### src/rtl/aclk_pkg.sv
package aclk_pkg;
  typedef struct packed {
    logic       bdiv_sel;
    logic [1:0] frame_sel;
    logic       bclk_inv;
    logic       lr_inv;
  } aclk_cfg_t;
endpackage

### src/rtl/aclk_master.sv
module aclk_master
  import aclk_pkg::*;
#(
  parameter int DIV_A = 2,
  parameter int DIV_B = 4,
  parameter int FR_A  = 32,
  parameter int FR_B  = 64,
  parameter int FR_C  = 128
) (
  input  logic      clk,
  input  logic      rst_n,
  input  logic      run,
  input  aclk_cfg_t cfg_in,
  output logic      bclk_inv_o,
  output logic      lr_inv_o,
  output logic      lvl_o,
  output logic      lr_o,
  output logic      bit_stb_o,
  output logic      frame_stb_o
);
  localparam int HALF_MAX = ((DIV_A > DIV_B) ? DIV_A : DIV_B) / 2;
  localparam int CW       = $clog2(HALF_MAX) + 1;
  localparam int FR_AB    = (FR_A > FR_B) ? FR_A : FR_B;
  localparam int FR_MAX   = (FR_AB > FR_C) ? FR_AB : FR_C;
  localparam int IW       = $clog2(FR_MAX);

  aclk_cfg_t       act_q, act_d;
  logic [CW-1:0]   div_q, div_d, half_m1;
  logic [IW-1:0]   idx_q, idx_d, last_c, mid_c;
  logic            lvl_q, lvl_d, lr_q, lr_d, bit_q, bit_d, frm_q, frm_d;
  logic            tick;

  // ratio decode from the shadow copy
  always_comb begin
    half_m1 = act_q.bdiv_sel ? CW'(DIV_B / 2 - 1) : CW'(DIV_A / 2 - 1);
    case (act_q.frame_sel)
      2'b00:   begin last_c = IW'(FR_A - 1); mid_c = IW'(FR_A / 2); end
      2'b01:   begin last_c = IW'(FR_B - 1); mid_c = IW'(FR_B / 2); end
      default: begin last_c = IW'(FR_C - 1); mid_c = IW'(FR_C / 2); end
    endcase
  end

  assign tick = (div_q == half_m1);

  // next state
  always_comb begin
    div_d = div_q;
    lvl_d = lvl_q;
    idx_d = idx_q;
    lr_d  = lr_q;
    act_d = act_q;
    bit_d = 1'b0;
    frm_d = 1'b0;
    if (!run) begin
      div_d = '0;
      lvl_d = 1'b1;
      idx_d = '0;
      lr_d  = 1'b0;
      act_d = cfg_in;
    end else if (tick) begin
      div_d = '0;
      lvl_d = ~lvl_q;
      if (lvl_q) begin
        bit_d = 1'b1;
        frm_d = (idx_q == '0);
        lr_d  = (idx_q >= mid_c);
        if (idx_q == last_c) begin
          idx_d = '0;
          act_d = cfg_in;
        end else begin
          idx_d = idx_q + 1'b1;
        end
      end
    end else begin
      div_d = div_q + 1'b1;
    end
  end

  always_ff @(posedge clk or negedge rst_n) begin
    if (!rst_n) begin
      div_q <= '0;
      lvl_q <= 1'b1;
      idx_q <= '0;
      lr_q  <= 1'b0;
      act_q <= '0;
      bit_q <= 1'b0;
      frm_q <= 1'b0;
    end else begin
      div_q <= div_d;
      lvl_q <= lvl_d;
      idx_q <= idx_d;
      lr_q  <= lr_d;
      act_q <= act_d;
      bit_q <= bit_d;
      frm_q <= frm_d;
    end
  end

  assign bclk_inv_o  = act_q.bclk_inv;
  assign lr_inv_o    = act_q.lr_inv;
  assign lvl_o       = lvl_q;
  assign lr_o        = lr_q;
  assign bit_stb_o   = bit_q;
  assign frame_stb_o = frm_q;


  no_back2back_chk: assert property (@(posedge clk) disable iff (!rst_n)
    bit_q |=> !bit_q);

  frame_on_bit_chk: assert property (@(posedge clk) disable iff (!rst_n)
    frm_q |-> bit_q);

  idx_range_chk: assert property (@(posedge clk) disable iff (!rst_n)
    idx_q <= last_c);

  idle_level_chk: assert property (@(posedge clk) disable iff (!rst_n)
    !run |=> (lvl_q && !lr_q && !bit_q));
endmodule

### src/rtl/aclk_slave.sv
module aclk_slave (
  input  logic clk,
  input  logic rst_n,
  input  logic en,
  input  logic bclk_inv,
  input  logic lr_inv,
  input  logic ext_bclk,
  input  logic ext_lrclk,
  output logic bit_stb_o,
  output logic frame_stb_o
);
  logic [2:0] b_sh_q, b_sh_d, l_sh_q, l_sh_d;
  logic       b_rise, b_fall, launch, frame_c;
  logic       bit_q, bit_d, frm_q, frm_d;

  always_comb begin
    b_sh_d  = {b_sh_q[1:0], ext_bclk};
    l_sh_d  = {l_sh_q[1:0], ext_lrclk};
    b_rise  = b_sh_q[1] & ~b_sh_q[2];
    b_fall  = ~b_sh_q[1] & b_sh_q[2];
    launch  = bclk_inv ? b_rise : b_fall;
    frame_c = ((l_sh_q[2] ^ lr_inv) == 1'b1) && ((l_sh_q[1] ^ lr_inv) == 1'b0);
    bit_d   = en & launch;
    frm_d   = en & frame_c;
  end

  always_ff @(posedge clk or negedge rst_n) begin
    if (!rst_n) begin
      b_sh_q <= '0;
      l_sh_q <= '0;
      bit_q  <= 1'b0;
      frm_q  <= 1'b0;
    end else begin
      b_sh_q <= b_sh_d;
      l_sh_q <= l_sh_d;
      bit_q  <= bit_d;
      frm_q  <= frm_d;
    end
  end

  assign bit_stb_o   = bit_q;
  assign frame_stb_o = frm_q;


  slave_off_chk: assert property (@(posedge clk) disable iff (!rst_n)
    !en |=> (!bit_q && !frm_q));
endmodule

### src/rtl/aclk_gen.sv
module aclk_gen
  import aclk_pkg::*;
#(
  parameter int DIV_A = 2,
  parameter int DIV_B = 4,
  parameter int FR_A  = 32,
  parameter int FR_B  = 64,
  parameter int FR_C  = 128
) (
  input  logic       clk,
  input  logic       rst_n,
  input  logic       cfg_enable,
  input  logic       cfg_master,
  input  logic       cfg_bdiv_sel,
  input  logic [1:0] cfg_frame_sel,
  input  logic       cfg_bclk_inv,
  input  logic       cfg_lr_inv,
  input  logic       cfg_free_run,
  input  logic       xfer_active,
  input  logic       ext_bclk,
  input  logic       ext_lrclk,
  output logic       bclk_o,
  output logic       lrclk_o,
  output logic       clk_oe,
  output logic       bit_stb,
  output logic       frame_stb
);
  aclk_cfg_t cfg_w;
  logic m_run, s_en, gate_c;
  logic m_binv, m_linv, m_lvl, m_lr, m_bit, m_frm;
  logic s_bit, s_frm;

  assign cfg_w = '{bdiv_sel: cfg_bdiv_sel, frame_sel: cfg_frame_sel,
                   bclk_inv: cfg_bclk_inv, lr_inv: cfg_lr_inv};
  assign m_run  = cfg_enable & cfg_master;
  assign s_en   = cfg_enable & ~cfg_master;
  assign gate_c = ~cfg_free_run & ~xfer_active;

  aclk_master #(.DIV_A(DIV_A), .DIV_B(DIV_B), .FR_A(FR_A), .FR_B(FR_B), .FR_C(FR_C)) u_mst (
    .clk(clk), .rst_n(rst_n), .run(m_run), .cfg_in(cfg_w),
    .bclk_inv_o(m_binv), .lr_inv_o(m_linv), .lvl_o(m_lvl), .lr_o(m_lr),
    .bit_stb_o(m_bit), .frame_stb_o(m_frm)
  );

  aclk_slave u_slv (
    .clk(clk), .rst_n(rst_n), .en(s_en), .bclk_inv(cfg_bclk_inv), .lr_inv(cfg_lr_inv),
    .ext_bclk(ext_bclk), .ext_lrclk(ext_lrclk),
    .bit_stb_o(s_bit), .frame_stb_o(s_frm)
  );

  always_comb begin
    if (cfg_master) begin
      bclk_o    = (gate_c | m_lvl) ^ m_binv;
      lrclk_o   = m_lr ^ m_linv;
      bit_stb   = m_bit;
      frame_stb = m_frm;
    end else begin
      bclk_o    = ext_bclk;
      lrclk_o   = ext_lrclk;
      bit_stb   = s_bit;
      frame_stb = s_frm;
    end
  end

  assign clk_oe = m_run;


  quiet_when_off_chk: assert property (@(posedge clk) disable iff (!rst_n)
    (!cfg_enable && $stable(cfg_master)) |=> (!bit_stb && !frame_stb));
endmodule

### config.mk
export PLATFORM = sky130hd
export DESIGN_NAME = aclk_gen
export DESIGN_NICKNAME = d
export VERILOG_FILES = /design/src/rtl/aclk_pkg.sv /design/src/rtl/aclk_master.sv /design/src/rtl/aclk_slave.sv /design/src/rtl/aclk_gen.sv
export SDC_FILE = /design/constraint.sdc
export NUM_CORES = 1
export LEC_CHECK = 0
export CAP_MARGIN = 40
export CORE_ASPECT_RATIO = 1.5
export CORE_MARGIN = 5
export CORE_UTILIZATION = 47
export DETAILED_ROUTE_END_ITERATION = 10
export PLACE_DENSITY = 0.7
export REMOVE_ABC_BUFFERS = 1
export SYNTH_ARGS = -nofsm -noshare
export SYNTH_HDL_FRONTEND = slang
export SYNTH_SLANG_ARGS = --single-unit
### constraint.sdc
create_clock -name clk -period 1.5 [get_ports clk]
set_input_delay 0.3 -clock clk [delete_from_list [all_inputs] [get_ports clk]]
set_output_delay 0.3 -clock clk [all_outputs]
set_load 0.02 [all_outputs]
==> results of run 1 <==
==> layout make-up <==
cell class,instances,area [um^2],share of cell area
multi-input combinational,86,637,0.339
tap,37,46.3,0.0246
sequential,26,652,0.347
timing repair buffer,54,477,0.254
inverter,6,22.5,0.0120
clock buffer,4,45.0,0.0240
==> cells by family (layout without fill, tap and decap cells) <==
family / after synthesis / count (layout)
compound gates: 16 / 16
xor+xnor: 5 / 5
fa+ha+maj: 5 / 5
buf+inv: 9 / 64
flops: 26 / 26
mux: 10 / 10
simple gates: 50 / 50
==> registers in the layout (all words and copies together) (netlist names), 2 cells and up <==
register / count
u_mst.idx_q: 7
u_slv.b_sh_q: 3
u_mst.div_q: 2
u_mst.act_q: 3
u_slv.l_sh_q: 3
==> cell usage after synthesis (2+ instances only) <==
library cell	instances	area, um^2
a21oi_1	5	25.0
a31oi_1	3	18.8
and4_1	2	17.5
clkbuf_1	2	7.51
dfrtp_1	25	626
ha_1	5	62.6
inv_1	6	22.5
mux2_2	8	90.1
mux2i_1	2	20.0
nand2_1	11	41.3
nand3_1	5	25.0
nand4_1	2	12.5
nor2_1	18	67.6
nor3_1	3	15.0
or3_1	2	12.5
or4_1	2	15.0
xnor2_1	3	26.3
==> worst paths after layout <==
| kind | to | slack [ns] | cells after the start |
|---|---|---|---|
| setup / recovery | u_mst.bclk_inv_o | -0.24 | 6 |
| hold / removal | u_slv.l_sh_q[0] | 0.31 | 2 |
| setup reg to reg | u_mst.bclk_inv_o | -0.24 | 6 |
| hold reg to reg | u_slv.l_sh_q[1] | 0.36 | 0 |
| max in group asynchronous | u_mst.lvl_o | 0.82 | 2 |
| min in group asynchronous | u_slv.frame_stb_o | 0.39 | 2 |
==> per-stage QoR <==
stage | TNS, ns | utilization | worst slack (ns)
6_report | -2.04 | 0.710 | -0.235
2_1_floorplan | -1.09 | - | -0.166
3_3_place_gp | -5.33 | 0.624 | -0.613
4_1_cts | -1.93 | 0.679 | -0.241
3_5_place_dp | -5.71 | 0.624 | -0.630
5_1_grt | -2.81 | 0.710 | -0.287
==> worst reg2reg max path, stage by stage, from the launching register on <==
cell and delay (ns):
dfrtp_1 0.43, buf_6 0.15, o21a_1 0.19, o211ai_1 0.31, o21ai_2 0.10, buf_6 0.14, mux2_4 0.29
==> layer usage <==
| metal | vias to the layer above | track usage |
|---|---|---|
| met1 | 520 | 0.189 |
| met5 | - | 0 |
| met2 | 26 | 0.320 |
| met4 | 0 | 0.0994 |
| li1 | 526 | - |
| met3 | 7 | 0.0223 |
==> power breakdown <==
group | total (mW) | internal (mW) | leakage, nW | switching (mW)
Sequential | 0.758 | 0.734 | 0.332 | 0.0239
Combinational | 0.367 | 0.209 | 0.541 | 0.158
Clock | 0.414 | 0.191 | 0.0228 | 0.224
==> timing repair <==
item	4_1_cts	5_1_grt
buffers inserted	10	3
resized for setup	28	28
pin swaps	12	12
hold buffers	0	0
endpoints found under the setup margin	14	17
==> results.sh, run 1 <==
export IMPL_setup_viol=13
export IMPL_crit_type="flip-flop to flip-flop"
export IMPL_maxUsedRoutingLayer="met4"
export IMPL_synthAdderAreaFrac=0.0494
export IMPL_tightestPinTransition_ns=0.343
export IMPL_clk_pin_slew_ns=0.09
export IMPL_min_from="ext_lrclk"
export IMPL_cts_buffer_depth=2
export IMPL_cp_start_kind="flip-flop"
export IMPL_synth_compound_area_frac=0.0830
export IMPL_max_slew_margin=0.770
export IMPL_crit_arrival_ns=1.90
export IMPL_synthXorXnorAreaFrac=0.0405
export IMPL_fin_skew_ns=0.00771
export IMPL_fin_crit_sh=1.16
export IMPL_tritoncts="done"
export IMPL_synth_ff_latch_count=26
export IMPL_wire_per_inst_um=14.8
export IMPL_antennaDiodeCount=0
export IMPL_rsz0062_at_grt="yes"
export IMPL_p_total_mw=1.54
export IMPL_synth_ff_type="dfrtp_1"
export IMPL_ios=18
export IMPL_hold_ws_ns=0.306
export IMPL_critical_path_required_ns=1.66
export IMPL_end_kind="flip-flop"
export IMPL_final_common_cell="buf_4"
export IMPL_grt_pass1_vias=1118
export IMPL_gr_usage_all_layers=0.176
export IMPL_antenna_found_initial=0
export IMPL_drt_pass1_iter_count=4
export IMPL_synthMuxAreaShare=0.0870
export IMPL_avgViaCountPerCell=5.07
export IMPL_drive_above_1_share=0.381
export IMPL_slowest_stage="dfrtp_1"
export IMPL_start_util=0.478
export IMPL_wl_met1_um=1260
export IMPL_critPathTopFamily="compound AO/OA/AOI/OAI gates"
export IMPL_regToRegStartpoint="u_mst.act_q[3]"
export IMPL_drt_iter0_drc=49
export IMPL_synthToLayoutAreaGrowth_pct=48.4
export IMPL_stdcell_area_um2=1880
export IMPL_syn_area_um2=1270
export IMPL_clock_latency_ns=0.28
export IMPL_worstPathMaxFanout=4
export IMPL_fin_cells=213
export IMPL_fin_ws_ns=-0.235
export IMPL_cellLeakagePower_nw=0.896
export IMPL_fmax_mhz=576
export IMPL_hold_path_class="primary input to flip-flop"
export IMPL_core_um2=2650
export IMPL_h_tree_depth=1
export IMPL_hpwl_um=2110
export IMPL_final_cell_mix="28 x buf_4, 25 x dfrtp_1, 16 x nor2_1, 11 x nand2_1, 11 x buf_6"
export IMPL_rows=23
export IMPL_yosysSeqAreaShare=0.515
export IMPL_ys_warn_count=0
export IMPL_die_y_um=73.6
export IMPL_grt_overflow=0
export IMPL_period_needed_ns=1.74
export IMPL_worstSetupStartpoint="u_mst.act_q[3]"
export IMPL_dp_cells=197
export IMPL_finalMaxSlewViolations=0
export IMPL_cts_buffers=3
export IMPL_synth_simple_area_share=0.193
export IMPL_ant_nets=0
export IMPL_path_cells="buf_6 > o21a_1 > o211ai_1 > o21ai_2 > buf_6 > mux2_4"
export IMPL_dpl_cell_area_um2=1650
export IMPL_synth_top_family_by_area="simple AND/OR/NAND/NOR gates"
export IMPL_cellPowerDensity_nw_per_um2=819
export IMPL_synth_edf_count=0
export IMPL_drc=0
export IMPL_syn_inst=121
export IMPL_cp_common_cell="buf_6"
export IMPL_final_nets=195
export IMPL_vias=1079
export IMPL_hold_violations=0
export IMPL_synth_async_reset_ratio=1.00
export IMPL_wirelength_um=3150
export IMPL_cpPeakStageDelay_ns=0.43
export IMPL_status="finished, violations left"
export IMPL_dieArea_um2=3850
export IMPL_routed_wl_met3_um=125
export IMPL_routabilityCongestion=0.823
export IMPL_ir_drop_v=0.000600
export IMPL_cp_buffers_inverters=2
export IMPL_fillers=206
export IMPL_max_cap_violations=0
export IMPL_portBuffers=17
export IMPL_ys_types=34
export IMPL_wl_met2_um=1680
export IMPL_cts_root_buf="clkbuf_8"
export IMPL_avgSynthCellArea_um2=10.5
export IMPL_cts_sinks=26
export IMPL_failed_checks="setup timing"
export IMPL_die_x_um=52.4
export IMPL_grt_pass1_wl_um=4970
export IMPL_grt_start_max_net_pins=27
(Power assumes the default switching activity.)
==> run 2: changes to the inputs <==
- CORE_ASPECT_RATIO: 1.5 -> 1.4
- SKIP_CTS_REPAIR_TIMING: not set -> 1
==> run 2 against run 1 <==
Compared with the run above:
- the flow still finishes with violations (setup timing)
- non-clock buffer count fell by 8
- worst hold slack improved by 0.029 ns
- sequential share of layout area grew 1.9 points
- first-iteration DRC count fell by 61%
- global-route usage down 1.3 points
- wire length down 3.1%
- clock skew down 0.0020 ns
- utilization shrank 2.7 points
- critical path depth did not move
- via count down 2.1%
- register-to-register slack got worse by 0.04 ns
- cell count fell by 4.2%
- critical path type unchanged
- highest routed layer unchanged
==> results.sh, run 2 (same netlist as run 1, synthesis figures left out) <==
export IMPL_drt_pass1_iter_count=4
export IMPL_crit_type="flip-flop to flip-flop"
export IMPL_fin_crit_sh=1.18
export IMPL_vias=1056
export IMPL_portBuffers=17
export IMPL_cts_root_buf="clkbuf_4"
export IMPL_largest_reg_flops=7
export IMPL_antennaDiodeCount=0
export IMPL_final_nets=187
export IMPL_tritoncts="done"
export IMPL_cellPowerDensity_nw_per_um2=777
export IMPL_failed_checks="setup timing"
export IMPL_period_needed_ns=1.77
export IMPL_die_x_um=53.9
export IMPL_routabilityCongestion=0.816
export IMPL_avgViaCountPerCell=5.18
export IMPL_fmax_mhz=564
export IMPL_gr_usage_all_layers=0.163
export IMPL_drc=0
export IMPL_wire_per_inst_um=15.0
export IMPL_h_tree_depth=1
export IMPL_max_cap_violations=0
export IMPL_final_util=0.683
export IMPL_rows=22
export IMPL_final_cell_mix="26 x buf_4, 24 x dfrtp_1, 16 x nor2_1, 11 x nand2_1, 11 x clkdlybuf4s50_1"
export IMPL_cellLeakagePower_nw=0.846
export IMPL_worstPathMaxFanout=5
export IMPL_cts_sinks=26
export IMPL_synthToLayoutAreaGrowth_pct=41.1
export IMPL_cts_buffer_depth=2
export IMPL_ios=18
export IMPL_core_um2=2620
export IMPL_drt_iter0_drc=19
export IMPL_cts_buffers=3
export IMPL_grt_start_max_net_pins=27
export IMPL_start_util=0.484
export IMPL_critical_path_required_ns=1.71
export IMPL_place_ws_ns=-0.660
export IMPL_dieArea_um2=3850
export IMPL_cp_start_kind="flip-flop"
export IMPL_grt_pass1_wl_um=4680
export IMPL_tightestPinTransition_ns=0.363
export IMPL_hold_path_class="primary input to async pin"
export IMPL_status="finished, violations left"
export IMPL_setup_viol=10
export IMPL_dpl_cell_area_um2=1670
export IMPL_drive_above_1_share=0.357
export IMPL_tns_ns=-2.24
export IMPL_fin_ws_ns=-0.274
export IMPL_antenna_found_initial=0
export IMPL_finalMaxSlewViolations=0
export IMPL_crit_arrival_ns=1.98
export IMPL_top_register="u_mst.idx_q"
export IMPL_max_slew_margin=0.757
export IMPL_end_kind="flip-flop"
export IMPL_clk_pin_slew_ns=0.13
export IMPL_grt_overflow=0
export IMPL_stdcell_area_um2=1790
export IMPL_hold_violations=0
export IMPL_die_y_um=71.4
export IMPL_clock_latency_ns=0.31
export IMPL_fin_skew_ns=0.00568
export IMPL_final_common_cell="buf_4"
export IMPL_hpwl_um=2190
export IMPL_grt_pass1_vias=1133
export IMPL_fillers=193
export IMPL_wirelength_um=3050
export IMPL_ant_nets=0
export IMPL_ir_drop_v=0.000564
export IMPL_rsz0062_at_grt="yes"
[run 2: changes by cell type in the layout (fill, tap and decap cells not counted), sizes merged]
cell           previous run  this run
clkdlybuf4s18             1         0
buf                      40        31
dlymetal6s2s              3         2
clkdlybuf4s50             8        11
[run 2: metrics by stage]
step	total power [mW]	cells	hold WS, ns
final	1.39	204	0.335
after CTS	1.35	202	0.339
after global placement	1.04	198	0.339
after floorplan	0.890	118	0.00441
after detailed placement	1.05	198	0.342
after global routing	1.46	204	0.354
[run 2: final cells by class]
class                   instances  area, um^2  share of cell area
repair buffers                 46         397               0.222
inverters                       6        22.5              0.0126
multi-input cells              86         643               0.360
flip-flops and latches         26         653               0.366
well taps                      36        45.0              0.0252
clock buffers                   4        26.3              0.0147
[run 2: per-layer routing]
layer | vias up | wire length, um | share of wire | global-route usage
li1 | 515 | - | - | -
met1 | 512 | 1270 | 0.42 | 0.176
met3 | 8 | 62 | 0.020 | 0.0208
met5 | - | 0 | 0 | 0
met4 | 0 | 65 | 0.021 | 0.0739
met2 | 21 | 1660 | 0.54 | 0.298
[run 2: path summary, 6_finish.rpt]
path,start,to,slack (ns),cells past startpoint
hold reg to reg,u_slv.b_sh_q[0],u_slv.b_sh_q[1],0.37,0
setup / recovery,u_mst.act_q[3],u_mst.bclk_inv_o,-0.27,6
max in group asynchronous,rst_n,u_mst.lvl_o,0.87,2
setup reg to reg,u_mst.act_q[3],u_mst.bclk_inv_o,-0.27,6
hold / removal,rst_n,u_mst.frame_stb_o,0.33,2
min in group clk,u_slv.b_sh_q[0],u_slv.b_sh_q[1],0.37,0
[run 2: where the power goes]
group	switching, mW	internal [mW]
Sequential	0.0229	0.735
Combinational	0.151	0.181
Clock	0.194	0.104
[run 2: critical path, stage by stage (launching register included)]
cell and delay [ns]:
dfrtp_2 0.47, buf_6 0.13, o21a_1 0.18, o211ai_1 0.33
o21ai_2 0.12, buf_6 0.15, mux2_4 0.29
